### src/rtl/stat_pkg.sv
package stat_pkg;

  typedef enum logic [1:0] {
    SRC_HS   = 2'd0,
    SRC_HOST = 2'd1,
    SRC_ST0  = 2'd2,
    SRC_ST1  = 2'd3
  } stat_src_e;

  typedef struct packed {
    stat_src_e sel;
    logic      inv;
    logic      od;
  } pin_cfg_t;

endpackage

### src/rtl/host_port_tracker.sv
module host_port_tracker (
  input  logic clk,
  input  logic rst_n,
  input  logic hs_active,
  input  logic sof_int,
  input  logic sof_ext,
  output logic host_ext
);

  logic upd;
  assign upd = hs_active && (sof_int ^ sof_ext);

  always_ff @(posedge clk or negedge rst_n) begin
    if (!rst_n)   host_ext <= 1'b0;
    else if (upd) host_ext <= sof_ext;
  end

  // a lone external SOF during high speed sets the flag
  a_r2_ext_sets: assert property (@(posedge clk) disable iff (!rst_n)
    (hs_active && sof_ext && !sof_int) |=> host_ext);
  // a lone internal SOF during high speed clears the flag
  a_r2_int_clears: assert property (@(posedge clk) disable iff (!rst_n)
    (hs_active && sof_int && !sof_ext) |=> !host_ext);
  // outside high speed the flag holds
  a_r3_hold: assert property (@(posedge clk) disable iff (!rst_n)
    (!hs_active) |=> $stable(host_ext));

endmodule

### src/rtl/stat_src_mux.sv
module stat_src_mux
  import stat_pkg::*;
(
  input  stat_src_e  sel,
  input  logic       hs_active,
  input  logic       host_ext,
  input  logic [1:0] link_state,
  output logic       status
);

  always_comb begin
    unique case (sel)
      SRC_HS:   status = hs_active;
      SRC_HOST: status = host_ext;
      SRC_ST0:  status = link_state[0];
      SRC_ST1:  status = link_state[1];
      default:  status = 1'b0;
    endcase
  end

endmodule

### src/rtl/stat_out_stage.sv
module stat_out_stage (
  input  logic clk,
  input  logic rst_n,
  input  logic status,
  input  logic inv,
  input  logic od,
  output logic val,
  output logic oe
);

  logic lvl, val_d, oe_d;

  always_comb begin
    lvl = status ^ inv;
    if (od) begin
      oe_d  = ~lvl;
      val_d = 1'b0;
    end else begin
      oe_d  = 1'b1;
      val_d = lvl;
    end
  end

  always_ff @(posedge clk or negedge rst_n) begin
    if (!rst_n) begin
      val <= 1'b0;
      oe  <= 1'b0;
    end else begin
      val <= val_d;
      oe  <= oe_d;
    end
  end

  // push-pull drives the adjusted status one edge later
  a_r4_push_pull: assert property (@(posedge clk) disable iff (!rst_n)
    (!od) |=> (oe && (val == $past(status ^ inv))));
  // open-drain never drives high
  a_r5_od_no_high: assert property (@(posedge clk) disable iff (!rst_n)
    od |=> !val);
  // open-drain releases on an adjusted 1
  a_r5_od_release: assert property (@(posedge clk) disable iff (!rst_n)
    (od && (status ^ inv)) |=> !oe);

endmodule

### src/rtl/stat_pin_driver.sv
module stat_pin_driver
  import stat_pkg::*;
#(
  parameter int NPIN = 2,
  parameter logic [2*NPIN-1:0] DEF_SEL = {SRC_HOST, SRC_HS},
  parameter logic [NPIN-1:0]   DEF_INV = '1,
  parameter logic [NPIN-1:0]   DEF_OD  = '1
) (
  input  logic            clk,
  input  logic            rst_n,
  input  logic            hs_active,
  input  logic [1:0]      link_state,
  input  logic            sof_int,
  input  logic            sof_ext,
  input  logic            cfg_en,
  input  logic [2*NPIN-1:0] pin_sel,
  input  logic [NPIN-1:0] pin_inv,
  input  logic [NPIN-1:0] pin_od,
  output logic [NPIN-1:0] pin_val,
  output logic [NPIN-1:0] pin_oe
);

  logic host_ext;

  host_port_tracker u_trk (
    .clk      (clk),
    .rst_n    (rst_n),
    .hs_active(hs_active),
    .sof_int  (sof_int),
    .sof_ext  (sof_ext),
    .host_ext (host_ext)
  );

  for (genvar i = 0; i < NPIN; i++) begin : g_pin
    pin_cfg_t cfg;
    logic     status;

    always_comb begin
      if (cfg_en) begin
        cfg.sel = stat_src_e'(pin_sel[2*i +: 2]);
        cfg.inv = pin_inv[i];
        cfg.od  = pin_od[i];
      end else begin
        cfg.sel = stat_src_e'(DEF_SEL[2*i +: 2]);
        cfg.inv = DEF_INV[i];
        cfg.od  = DEF_OD[i];
      end
    end

    stat_src_mux u_mux (
      .sel       (cfg.sel),
      .hs_active (hs_active),
      .host_ext  (host_ext),
      .link_state(link_state),
      .status    (status)
    );

    stat_out_stage u_out (
      .clk   (clk),
      .rst_n (rst_n),
      .status(status),
      .inv   (cfg.inv),
      .od    (cfg.od),
      .val   (pin_val[i]),
      .oe    (pin_oe[i])
    );
  end

  // with the strap low, pin 0 follows the HS flag in inverted open-drain
  a_r7_strap_pin0: assert property (@(posedge clk) disable iff (!rst_n)
    (!cfg_en) |=> (!pin_val[0] && (pin_oe[0] == $past(hs_active))));
  // the value bit never rises while the output is released
  a_r6_released_low: assert property (@(posedge clk) disable iff (!rst_n)
    (!pin_oe[0]) |-> !pin_val[0]);

endmodule

### config.mk
export PLATFORM = sky130hd
export DESIGN_NAME = stat_pin_driver
export DESIGN_NICKNAME = d
export VERILOG_FILES = /design/src/rtl/stat_pkg.sv /design/src/rtl/host_port_tracker.sv /design/src/rtl/stat_src_mux.sv /design/src/rtl/stat_out_stage.sv /design/src/rtl/stat_pin_driver.sv
export SDC_FILE = /design/constraint.sdc
export NUM_CORES = 1
export LEC_CHECK = 0
export ABC_AREA = 1
export BUFFER_PORTS_ARGS = -buffer_cell sky130_fd_sc_hd__buf_2
export CAP_MARGIN = 20
export CORE_AREA = 2 2 39 41
export DETAILED_ROUTE_END_ITERATION = 6
export DIE_AREA = 0 0 41 43
export PLACE_DENSITY_LB_ADDON = 0.3
export SLEW_MARGIN = 20
export SYNTH_ARGS = -nofsm -noshare
export SYNTH_HDL_FRONTEND = slang
export SYNTH_SLANG_ARGS = --single-unit
### constraint.sdc
create_clock -name clk -period 1 [get_ports clk]
set_clock_uncertainty 0.05 [all_clocks]
set_input_delay 0 -clock clk [delete_from_list [all_inputs] [get_ports clk]]
set_output_delay 0 -clock clk [all_outputs]
set_load 0.02 [all_outputs]
==> Word level (Yosys, flattened, before mapping) <==
Cells that the tools add are included.
{ "totals": {"mem_count": 0, "output_inout_bits": 4, "rom_bits": 0, "mem_bits_rw": 0, "ff_bits": 5, "elab_cells": 27, "latchBits": 0} }
{ "op_classes": {"bitwise": 5, "n_addsub": 0, "magnitude_cmp": 0, "mux": 8, "n_reduce_logical": 3, "n_eq_ne": 6, "mul": 0, "div": 0, "n_shift": 0} }
{ "op_table": {"columns": ["cell", "n"], "rows": [
  ["2-bit == test, second input constant", 4],
  ["4-bit 2-to-1 mux", 2],
  ["1-bit one-hot mux with 4 select lines", 2],
  ["2-bit by 1-bit == test with 1-bit output, second input constant", 2],
  ["2-bit logical NOT", 2],
  ["1-bit 2-to-1 mux", 4],
  ["1-bit XOR", 3],
  ["1-bit NOT", 2],
  ["1-bit logical AND", 1]
]} }

==> Longest topological paths before layout <==
Gate-level depths: netlist (run 1).
{ "logic_depth": {"word_depth": 6, "mapped_depth": 9, "depth_no_buf": 9} }

==> Modules after synthesis <==
Synthesis (run 1) repeated with hierarchy kept, for this count alone.
{ "hier_totals": {"hier_cells": 71, "area_unflattened_um2": 399.1} }
{ "by_module_without_submodules": {"columns": ["mod", "seq_area_each_um2", "cells_per_inst", "instances", "area_per_inst_um2"], "rows": [
  ["stat_out_stage", 50.0, 9, 2, 85.1],
  ["stat_src_mux", 0.0, 13, 2, 51.3],
  ["stat_pin_driver", 0.0, 17, 1, 65.1],
  ["host_port_tracker", 25.0, 10, 1, 61.3]
]} }

==> Worst setup path after synthesis (run 1) <==
No wires, ideal clock.
{ "synth_timing": {"path_kind": "reg2reg", "startpoint": "register u_trk.host_ext", "endpoint": "register g_pin[0].u_out.val", "arrival_time_ns": 0.737, "setup_ns": 0.113, "required_ns": 0.837, "stages_incl_launch_ff": 7, "setup_slack_ns": 0.099, "cell_sequence": "dfrtp_1 > nand3_1 > nand2_1 > nand2_1 > nand3_1 > nand2_1 > nor2_2"} }
{ "synth_via": {"elab_chain_cells": 3} }
{ "synth_lines": {"columns": ["item", "line_no", "text"], "rows": [
  ["start, declared", "host_port_tracker.sv:7", "output logic host_ext"],
  ["start signal, assigned", "host_port_tracker.sv:15", "else if (upd) host_ext <= sof_ext;"],
  ["1-bit one-hot mux with 4 select lines", "stat_src_mux.sv:12", "unique case (sel)"],
  ["1-bit XOR", "stat_out_stage.sv:14", "lvl = status ^ inv;"],
  ["1-bit 2-to-1 mux", "stat_out_stage.sv:15", "if (od) begin"],
  ["net g_pin[0].u_out.val_d", "stat_out_stage.sv:11", "logic lvl, val_d, oe_d;"],
  ["end signal, assigned", "stat_out_stage.sv:29", "val <= val_d;"],
  ["end, declared", "stat_out_stage.sv:7", "output logic val,"]
]} }
The timed path passes the listed nets, and every way through them passes these cells.
A chain may end at the register's enable or synchronous reset.

==> Worst setup path after layout (run 1) <==
Ends and elaborated chain as after synthesis.

==> flow_metrics.tcl, run 1 <==
set metrics [dict create \
    finalHoldViolations 0 \
    fmax_ghz 1.049 \
    dieArea_sq_um 1763 \
    slew_violations 0 \
    crit_type "reg -> reg" \
    met3_usage_pct 0.5236 \
    synth_cell_type_count 15 \
    chipHeight_um 43 \
    rsz0062_at_grt "true" \
    antenna_found_initial 0 \
    ys_seq_elements 5 \
    finalSetupViolCount 0 \
    die_x_um 41 \
    clock-root-buffer "clkbuf_4" \
    powerDensity_nw_per_um2 1207 \
    placed_area_sq_um 445.4 \
    tightest_slew_ps 204.0 \
    status "finished clean" \
    drive_above_1_share_pct 35.44 \
    finalInstanceArea_sq_um 539.3 \
    cp.required_ps 1120 \
    syn_area_per_cell_sq_um 6.882 \
    final_antenna_net_count 0 \
    fin_crit_ps 952.9 \
    drc 0 \
    initial_core_util_pct 26.85 \
    cp_cell_sequence "nand3_1, nand2_1, nand2_1, nand2_1, nand2_1, nand2_1, nor2_2" \
    synth_top_area_cell "dfrtp_1" \
    instances_no_fill 95 \
    ir_worst_vdd_v 0.0003289 \
    synth_top_cell_area_share_pct 33.67 \
    met2_usage_pct 13.75 \
    route.vias.total 380 \
    multi_input_area_sq_um 178.9 \
    avgRoutedWirePerCell_um 7.505 \
    crit_buf_inv 0 \
    synth_area_sq_um 371.6 \
    htree_levels 1 \
    avgViaCountPerCell 4.000 \
    gr-usage-met1_pct 12.90 \
    io_buffers 19 \
    rows 14 \
    cp_data_arrival_time_ps 1080 \
    syn2layout_area_growth_pct 45.12 \
    n_antenna_cell 0 \
    syn-num-nets 70 \
    cp_max_fo 3 \
    yosysSeqAreaShare_pct 33.67 \
    hold_class "in -> reg" \
    fill_cells 164 \
    crit_top_cell "nand2_1" \
    cts_buffers 3 \
    totalWireLength_um 713 \
    clk_pin_slew_ps 40 \
    drt-pass1-iter-count 4 \
    ios 20 \
    dp_hpwl_um 574.3 \
    slew_headroom_pct 86.29 \
    globalRouteTotalUtil_pct 10.35 \
    grt_pass1_vias 337 \
    grt_max_degree 10 \
    period_share_pct 95.29 \
    clk_latency_ps 240 \
    drtIter0Drc 6 \
    drv_cap 0 \
    syn_inst 54 \
    grt_overflow_total 0 \
    cts.sinks 5 \
    p_leak_nw 0.3122 \
    yosys-top-cells-area "dfrtp_1 34%, nand2_1 15%, nand3_1 12%" \
    cp_slowest_cell "dfrtp_1" \
    ys_warn_count 0 \
    slowest_delay_ps 390 \
    gp_congestion 0.7725 \
    clockBufferDepth 2 \
    cp-start-kind "flop" \
    top_usage_layer "met2" \
    placedCellCount 84 \
    nets 96 \
    crit_family "simple AND/OR/NAND/NOR gates" \
    cts_tree "yes" \
    ff_latch_area_sq_um 125.1 \
    grt_pass1_wl_um 1207 \
    end_kind "flop" \
    placeableCoreArea_sq_um 1384 \
    hold_slack_ps 35.08 \
]
-- state kept, by name (all words and copies together), names as in the netlist --
signal / flops
g_pin.u_out.oe: 2
g_pin.u_out.val: 2
u_trk.host_ext: 1
-- final timing paths --
| path | start | endpoint | slack [ps] | cells past startpoint |
|---|---|---|---|---|
| worst max-delay path | u_trk.host_ext | g_pin[0].u_out.val | 50 | 7 |
| worst min-delay path | pin_inv[1] | g_pin[1].u_out.oe | 40 | 5 |
| worst max register to register | u_trk.host_ext | g_pin[0].u_out.val | 50 | 7 |
| worst min register to register | u_trk.host_ext | u_trk.host_ext | 610 | 3 |
| max in group asynchronous | rst_n | g_pin[0].u_out.oe | 720 | 2 |
| min in group asynchronous | rst_n | u_trk.host_ext | 60 | 2 |
-- stage by stage --
step           setup WS (ps)  setup TNS (ps)  total power (W)  utilization, %
2_1_floorplan          99.29               0        0.0003630               -
3_3_place_gp           62.32               0        0.0003983           32.19
3_5_place_dp           44.43               0        0.0004010           32.19
4_1_cts                27.22               0        0.0006612           38.43
5_1_grt               -66.51          -159.1        0.0007118           38.97
6_report               47.11               0        0.0006508           38.97
-- logic make-up (layout without fill, tap and decap cells) --
kind of cell	count (synthesis)	in the layout	share of synthesized area (%)
AND/OR/NAND/NOR	35	35	44.78
buffers and inverters	12	37	18.18
flip-flops	5	5	33.67
AO/OA/AOI/OAI	2	2	3.366
-- power by group --
| group | switching (W) | total [W] | internal (W) |
|---|---|---|---|
| Sequential | 0.00000824 | 0.000233 | 0.000225 |
| Combinational | 0.000100 | 0.000189 | 0.0000892 |
| Clock | 0.0000779 | 0.000228 | 0.000151 |
| Total | 0.000186 | 0.000651 | 0.000465 |
-- what timing repair did --
| action | 4_1_cts | 5_1_grt |
|---|---|---|
| hold buffers | 6 | 0 |
| hold endpoints to repair | 8 | 0 |
| resized for setup | 0 | 0 |
| setup buffers | 0 | 1 |
| setup endpoints to repair | 0 | 4 |
-- cell usage in the layout, fill, tap and decap left out --
master	count
nand2_4	1
inv_1	7
dfrtp_1	5
buf_2	19
dlygate4sd3_1	6
o31ai_1	1
nand4_1	1
buf_4	1
nor2_2	1
nor2_1	4
o21ai_0	1
nand3_1	9
clkbuf_4	3
nand2_1	15
clkbuf_1	1
nand2_2	1
nand3b_1	1
or2_2	2
-- synth_stat cells --
cell type and instances:
nand4_1 1, nand2_1 15, nand2_2 1, o31ai_1 1, inv_1 7, nand2_4 1, nand3_1 9, nor2_1 4
or2_2 2, dfrtp_1 5, buf_6 1, buf_4 4, nor2_2 1, nand3b_1 1, o21ai_0 1
-- routing by layer --
layer  part of all wire (%)  vias to the layer above  routed length [um]
met1                     43                      151                 310
met5                      0                        -                   0
met4                      0                        0                   0
met2                     47                       15                 334
li1                       -                      214                   -
met3                    9.5                        0                  68
-- cell type report --
cell class / count / area share, %
sequential: 5 / 23.20
timing repair buffer: 26 / 30.16
inverter: 7 / 4.872
clock buffer: 4 / 4.872
multi-input combinational: 37 / 33.18
tap: 16 / 3.712
-- worst register-to-register path, cell delays in order, from the launching register on --
cell     delay (ps)
dfrtp_1         390
nand3_1          70
nand2_1          50
nand2_1          70
nand2_1          50
nand2_1          70
nand2_1          60
nor2_2           60
No activity file was read; power rests on OpenSTA's default activity.
==> run 2, diff against run 1 <==
--- a/config.mk
+++ b/config.mk
@@ -9,3 +9,2 @@
 export BUFFER_PORTS_ARGS = -buffer_cell sky130_fd_sc_hd__buf_2
-export CAP_MARGIN = 20
 export CORE_AREA = 2 2 39 41
--- a/constraint.sdc
+++ b/constraint.sdc
@@ -4,2 +4,2 @@
 set_output_delay 0 -clock clk [all_outputs]
-set_load 0.02 [all_outputs]
+set_load 0.1 [all_outputs]
==> run 2 against run 1 <==
Maximum frequency fell by 1.1%. Utilization increased by 4.5 points. Clock-buffer cell count unchanged.
==> flow_metrics.tcl, run 2 (synthesized netlist as in run 1, its figures left out) <==
set metrics [dict create \
    finalInstanceArea_sq_um 601.8 \
    cp_data_arrival_time_ps 1040 \
    cp-start-kind "flop" \
    cp_cell_sequence "nand3_1, nand2_1, nand2_1, nand3_1, nand2_1, nor2_2" \
    power_w 0.0008138 \
    antenna_found_initial 0 \
    grt_max_degree 10 \
    slew_headroom_pct 87.67 \
    io_buffers 19 \
    mostFrequentLayoutCells "15 x buf_2, 14 x nand2_1, 9 x nand3_1" \
    crit_buf_inv 0 \
    ios 20 \
    drtIter0Drc 1 \
    route.vias.total 397 \
    period_share_pct 96.34 \
    nets 96 \
    clk_pin_slew_ps 40 \
    slowest_delay_ps 400 \
    htree_levels 1 \
    ff2ff_path_depth 6 \
    post-route-util_pct 43.49 \
    powerDensity_nw_per_um2 1352 \
    grt_pass1_wl_um 1173 \
    rsz0062_at_grt "true" \
    mostFrequentLayoutCell "buf_2" \
    dpl_worst_slack_ps 39.55 \
    placed_area_sq_um 505.5 \
    fin_crit_ps 963.4 \
    initial_core_util_pct 26.85 \
    globalRouteTotalUtil_pct 10.06 \
    n_antenna_cell 0 \
    cts_buffers 3 \
    dp_hpwl_um 572.8 \
    fin_ws_ps 36.65 \
    gp_congestion 0.7682 \
    drc 0 \
    end_kind "flop" \
    die_x_um 41 \
    crit_top_cell "nand2_1" \
    top_regs "g_pin.u_out.oe: 2 flops, g_pin.u_out.val: 2 flops, u_trk.host_ext: 1 flops" \
    hold_path_depth 5 \
    ir_worst_vdd_v 0.0003483 \
    hold_slack_ps 27.93 \
    dieArea_sq_um 1763 \
    clk_latency_ps 240 \
    final_antenna_net_count 0 \
    clock-root-buffer "clkbuf_4" \
    hold_class "in -> reg" \
    p_leak_nw 0.3304 \
    avgRoutedWirePerCell_um 7.558 \
    cp.required_ps 1080 \
    drive_above_1_share_pct 36.71 \
    tightest_slew_ps 183.4 \
    cp_slowest_cell "dfrtp_1" \
    totalWireLength_um 718 \
    chipHeight_um 43 \
    cts_tree "yes" \
    finalSetupViolCount 0 \
    drt-pass1-iter-count 2 \
    avgViaCountPerCell 4.179 \
    fmax_ghz 1.038 \
    grt_overflow_total 0 \
    syn2layout_area_growth_pct 61.95 \
    finalHoldViolations 0 \
    status "finished clean" \
    slew_violations 0 \
    rows 14 \
    clockBufferDepth 2 \
    cp_max_fo 3 \
    drv_cap 0 \
    crit_type "reg -> reg" \
    crit_family "flip-flops" \
    cp.depth 6 \
    grt_pass1_vias 339 \
    placeableCoreArea_sq_um 1384 \
    cts.sinks 5 \
]
==> run 2: final timing paths <==
path | from | end | slack [ps]
setup reg to reg | u_trk.host_ext | g_pin[0].u_out.val | 40
max in group asynchronous | rst_n | g_pin[0].u_out.val | 710
setup / recovery | u_trk.host_ext | g_pin[0].u_out.val | 40
hold / removal | pin_inv[1] | g_pin[1].u_out.oe | 30
min in group asynchronous | rst_n | g_pin[1].u_out.oe | 60
hold reg to reg | u_trk.host_ext | u_trk.host_ext | 620
==> run 2: metrics by stage <==
| step | setup TNS [ps] | cells |
|---|---|---|
| final | 0 | 95 |
| after CTS | 0 | 94 |
| after detailed placement | 0 | 84 |
| after global routing | -64.22 | 95 |
| after global placement | 0 | 84 |
| after floorplan | 0 | 54 |
==> run 2: cell type report <==
type | instances | area [sq um]
Fill cell | 148 | 782.0
Timing Repair Buffer | 26 | 222.7
Multi-Input combinational cell | 37 | 181.4
Sequential cell | 5 | 125.1
Clock buffer | 4 | 26.28
Inverter | 7 | 26.28
Tap cell | 16 | 20.02
==> run 2: what timing repair did <==
| item | 4_1_cts | 5_1_grt |
|---|---|---|
| setup buffers | 0 | 1 |
| gates resized for setup | 0 | 1 |
| hold buffers | 6 | 0 |
| endpoints found under the setup margin | 0 | 4 |
| endpoints found under the hold margin | 9 | 0 |
==> run 2: routing by layer <==
layer | track usage [%] | up-vias | wire [um]
met5 | 0 | - | 0
met4 | 12.00 | 0 | 20
met3 | 0.5236 | 2 | 55
met2 | 14.37 | 17 | 344
met1 | 11.33 | 164 | 297
li1 | - | 214 | -
==> run 2: worst reg2reg max path, stage by stage (launching register included) <==
cell,delay (ps)
dfrtp_1,400
nand3_1,80
nand2_1,50
nand2_1,70
nand3_1,90
nand2_1,90
nor2_2,30
==> run 2: power breakdown <==
| part | switching (W) | internal [W] |
|---|---|---|
| Sequential | 0.0000182 | 0.000225 |
| Combinational | 0.000201 | 0.000141 |
| Clock | 0.0000780 | 0.000151 |
==> run 3, diff against run 2 <==
- ABC_AREA: 1 -> not set
==> run 3 against run 2 <==
The run now ends with setup timing left. Clock power about the same. Sequential power is 3% lower. Total power up 2.8%. Sequential share of layout area is 2.0 points lower. Critical endpoint unchanged. Largest power group unchanged. Critical path depth decreased by 3. Global-route usage grew 2.1 points. First-iteration DRC count unchanged. Maximum frequency is 23% lower.
==> flow_metrics.tcl, run 3 <==
set metrics [dict create \
    status "finished with violations" \
    violations "setup timing" \
    cts_tree "yes" \
    powerDensity_nw_per_um2 1257 \
    synth_top_cell_area_share_pct 32.57 \
    avgRoutedWirePerCell_um 9.908 \
    rsz0062_at_grt "true" \
    top_regs "g_pin.u_out.oe: 2 flops, g_pin.u_out.val: 2 flops, u_trk.host_ext: 1 flops" \
    ios 20 \
    hold_path_depth 3 \
    grt_max_degree 6 \
    placedCellCount 78 \
    nets 88 \
    crit_buf_inv 0 \
    dpl_worst_slack_ps -256.5 \
    syn-num-nets 57 \
    clock-root-buffer "clkbuf_4" \
    drc 0 \
    synthTopCellsByCount "5 x a21oi_1, 5 x dfrtp_1, 4 x buf_4, 4 x mux2i_1" \
    hold_class "in -> reg" \
    finalSetupViolCount 4 \
    synth_edf_count 0 \
    route.vias.total 404 \
    hold_path_end "g_pin[0].u_out.val" \
    yosys-top-cells-area "dfrtp_1 33%, mux2i_1 10%, buf_4 7.8%" \
    clk_latency_ps 240 \
    yosysSeqAreaShare_pct 32.57 \
    finalHoldViolations 0 \
    r2r_end "g_pin[0].u_out.val" \
    sequentialPowerShare_pct 28.2 \
    totalWireLength_um 862 \
    antenna_found_initial 0 \
    r2r_start "u_trk.host_ext" \
    cp_max_fo 2 \
    instances_no_fill 87 \
    grt_pass1_wl_um 1380 \
    drtIter0Drc 1 \
    placeableCoreArea_sq_um 1384 \
    fill_cells 131 \
    p_clk_share_pct 27.5 \
    clockBufferDepth 2 \
    ys_async_sr_fraction_pct 100.0 \
    multi_input_area_sq_um 232.7 \
    mostFrequentLayoutCells "15 x buf_2, 6 x buf_4, 5 x a21oi_1, 5 x dfrtp_1, 5 x dlygate4sd3_1" \
    crit_type "reg -> reg" \
    syn_inst 41 \
    drv_cap 0 \
    cts_buffers 3 \
    cp_cell_sequence "mux4_2, xnor2_1, nor3_1" \
    dp_hpwl_um 684.6 \
    initial_core_util_pct 27.76 \
    holdCritStartpoint "pin_inv[0]" \
    clk_pin_slew_ps 40 \
    ys_seq_elements 5 \
    fin_ws_ps -253.8 \
    period_share_pct 125.4 \
    end_kind "flop" \
    cp.required_ps 1100 \
    gp_congestion 0.7606 \
    setup.worst_path.start "u_trk.host_ext" \
    die_x_um 41 \
    ff2ff_path_depth 3 \
    p_leak_nw 0.3062 \
    intPower_w 0.0005408 \
    synth_area_sq_um 384.1 \
    fin_crit_ps 1254 \
    synth_top_area_cell "dfrtp_1" \
    slew_violations 0 \
    avgViaCountPerCell 4.644 \
    slowest_delay_ps 490 \
    cp_slowest_cell "mux4_2" \
    ir_worst_vdd_v 0.0004510 \
    fmax_ghz 0.7976 \
    drive_above_1_share_pct 45.07 \
    cp-start-kind "flop" \
    dieArea_sq_um 1763 \
    p_switching_w 0.0002959 \
    synth_ff_type "dfrtp_1" \
    slew_headroom_pct 79.36 \
    drt-pass1-iter-count 2 \
    mostFrequentLayoutCell "buf_2" \
    rows 14 \
    synth_cell_type_count 17 \
    final_antenna_net_count 0 \
    tightest_slew_ps 301.0 \
    io_buffers 19 \
    cts_setup_buffers 0 \
    syn_area_per_cell_sq_um 9.369 \
    globalRouteTotalUtil_pct 12.15 \
    ys_warn_count 0 \
    ff_latch_area_sq_um 125.1 \
    cts.sinks 5 \
    syn2layout_area_growth_pct 73.29 \
    n_antenna_cell 0 \
    cp_data_arrival_time_ps 1360 \
    grt_overflow_total 0 \
    post-route-util_pct 48.10 \
    grt_pass1_vias 371 \
    p_sw_share_pct 35.37 \
    setup_tns_ps -834.1 \
    r2r_slack_ps -250 \
    combinationalPowerShare_pct 44.3 \
    chipHeight_um 43 \
    htree_levels 1 \
    crit_family "multiplexers" \
]
run 3: cell count changes after synthesis, sizes merged, moves of 2 or more:
| cell | delta |
|---|---|
| a21oi | +5 |
| a31oi | +2 |
| inv | -4 |
| mux2i | +4 |
| nand2 | -15 |
| nand3 | -9 |
| nor2 | -3 |
| nor3 | +2 |
| o2111ai | +2 |
| or2 | -2 |
| xnor2 | +3 |
run 3: layout make-up:
| type | count | share of cell area [%] |
|---|---|---|
| clock buffers | 4 | 3.947 |
| inverters | 3 | 1.692 |
| multi-input cells | 29 | 34.96 |
| flip-flops and latches | 5 | 18.80 |
| well taps | 16 | 3.008 |
| repair buffers | 30 | 37.59 |
run 3: timing repair:
item	CTS	global route
hold endpoints to repair	9	0
hold buffers	5	0
pin swaps	1	1
gates cloned	0	0
gates resized for setup	1	2
endpoints found under the setup margin	4	4
run 3: cell families after synthesis:
family          after synthesis  synth area share [%]
xor+xnor                      3                 6.842
compound gates               11                 18.24
flops                         5                 32.57
mux                           6                 19.22
buf+inv                       7                 10.75
simple gates                  9                 12.38
run 3: worst max-delay path by stage:
stage          depth (start not counted)                  to  slack (ps)
2_1_floorplan                          4   g_pin[0].u_out.oe        -260
3_3_place_gp                           4   g_pin[0].u_out.oe        -220
3_5_place_dp                           4   g_pin[0].u_out.oe        -260
4_1_cts                                4   g_pin[0].u_out.oe        -250
5_1_grt                                4   g_pin[0].u_out.oe        -330
6_report                               3  g_pin[0].u_out.val        -250
run 3: layer usage:
layer  vias to the layer above  routed length, um  global-route usage [%]
met2                        15                450                   17.81
met4                         0                  7                   10.00
met3                         2                 41                   3.141
li1                        209                  -                       -
met5                         -                  0                       0
met1                       178                362                   13.86
run 3: power groups by stage:
stage	registers [W]	clock network (W)	logic, W
after CTS	0.000236	0.000243	0.000364
after floorplan	0.000233	0	0.000215
after global routing	0.000237	0.000262	0.000395
after detailed placement	0.000239	0	0.000345
final	0.000236	0.000230	0.000371
after global placement	0.000238	0	0.000343
run 3: per-stage QoR:
step | instance area, sq um | total power, W | hold slack, ps
after floorplan | 384.1 | 0.0004479 | -345.6
after global placement | 574.3 | 0.0005818 | -233.3
after detailed placement | 574.3 | 0.0005838 | -232.0
after CTS | 654.4 | 0.0008434 | 14.71
after global routing | 665.6 | 0.0008949 | 46.90
final | 665.6 | 0.0008367 | 34.01
run 3: worst register-to-register path, cell delays in order (launching register included):
cell     delay (ps)
dfrtp_1         370
mux4_2          490
xnor2_1         140
nor3_1          120
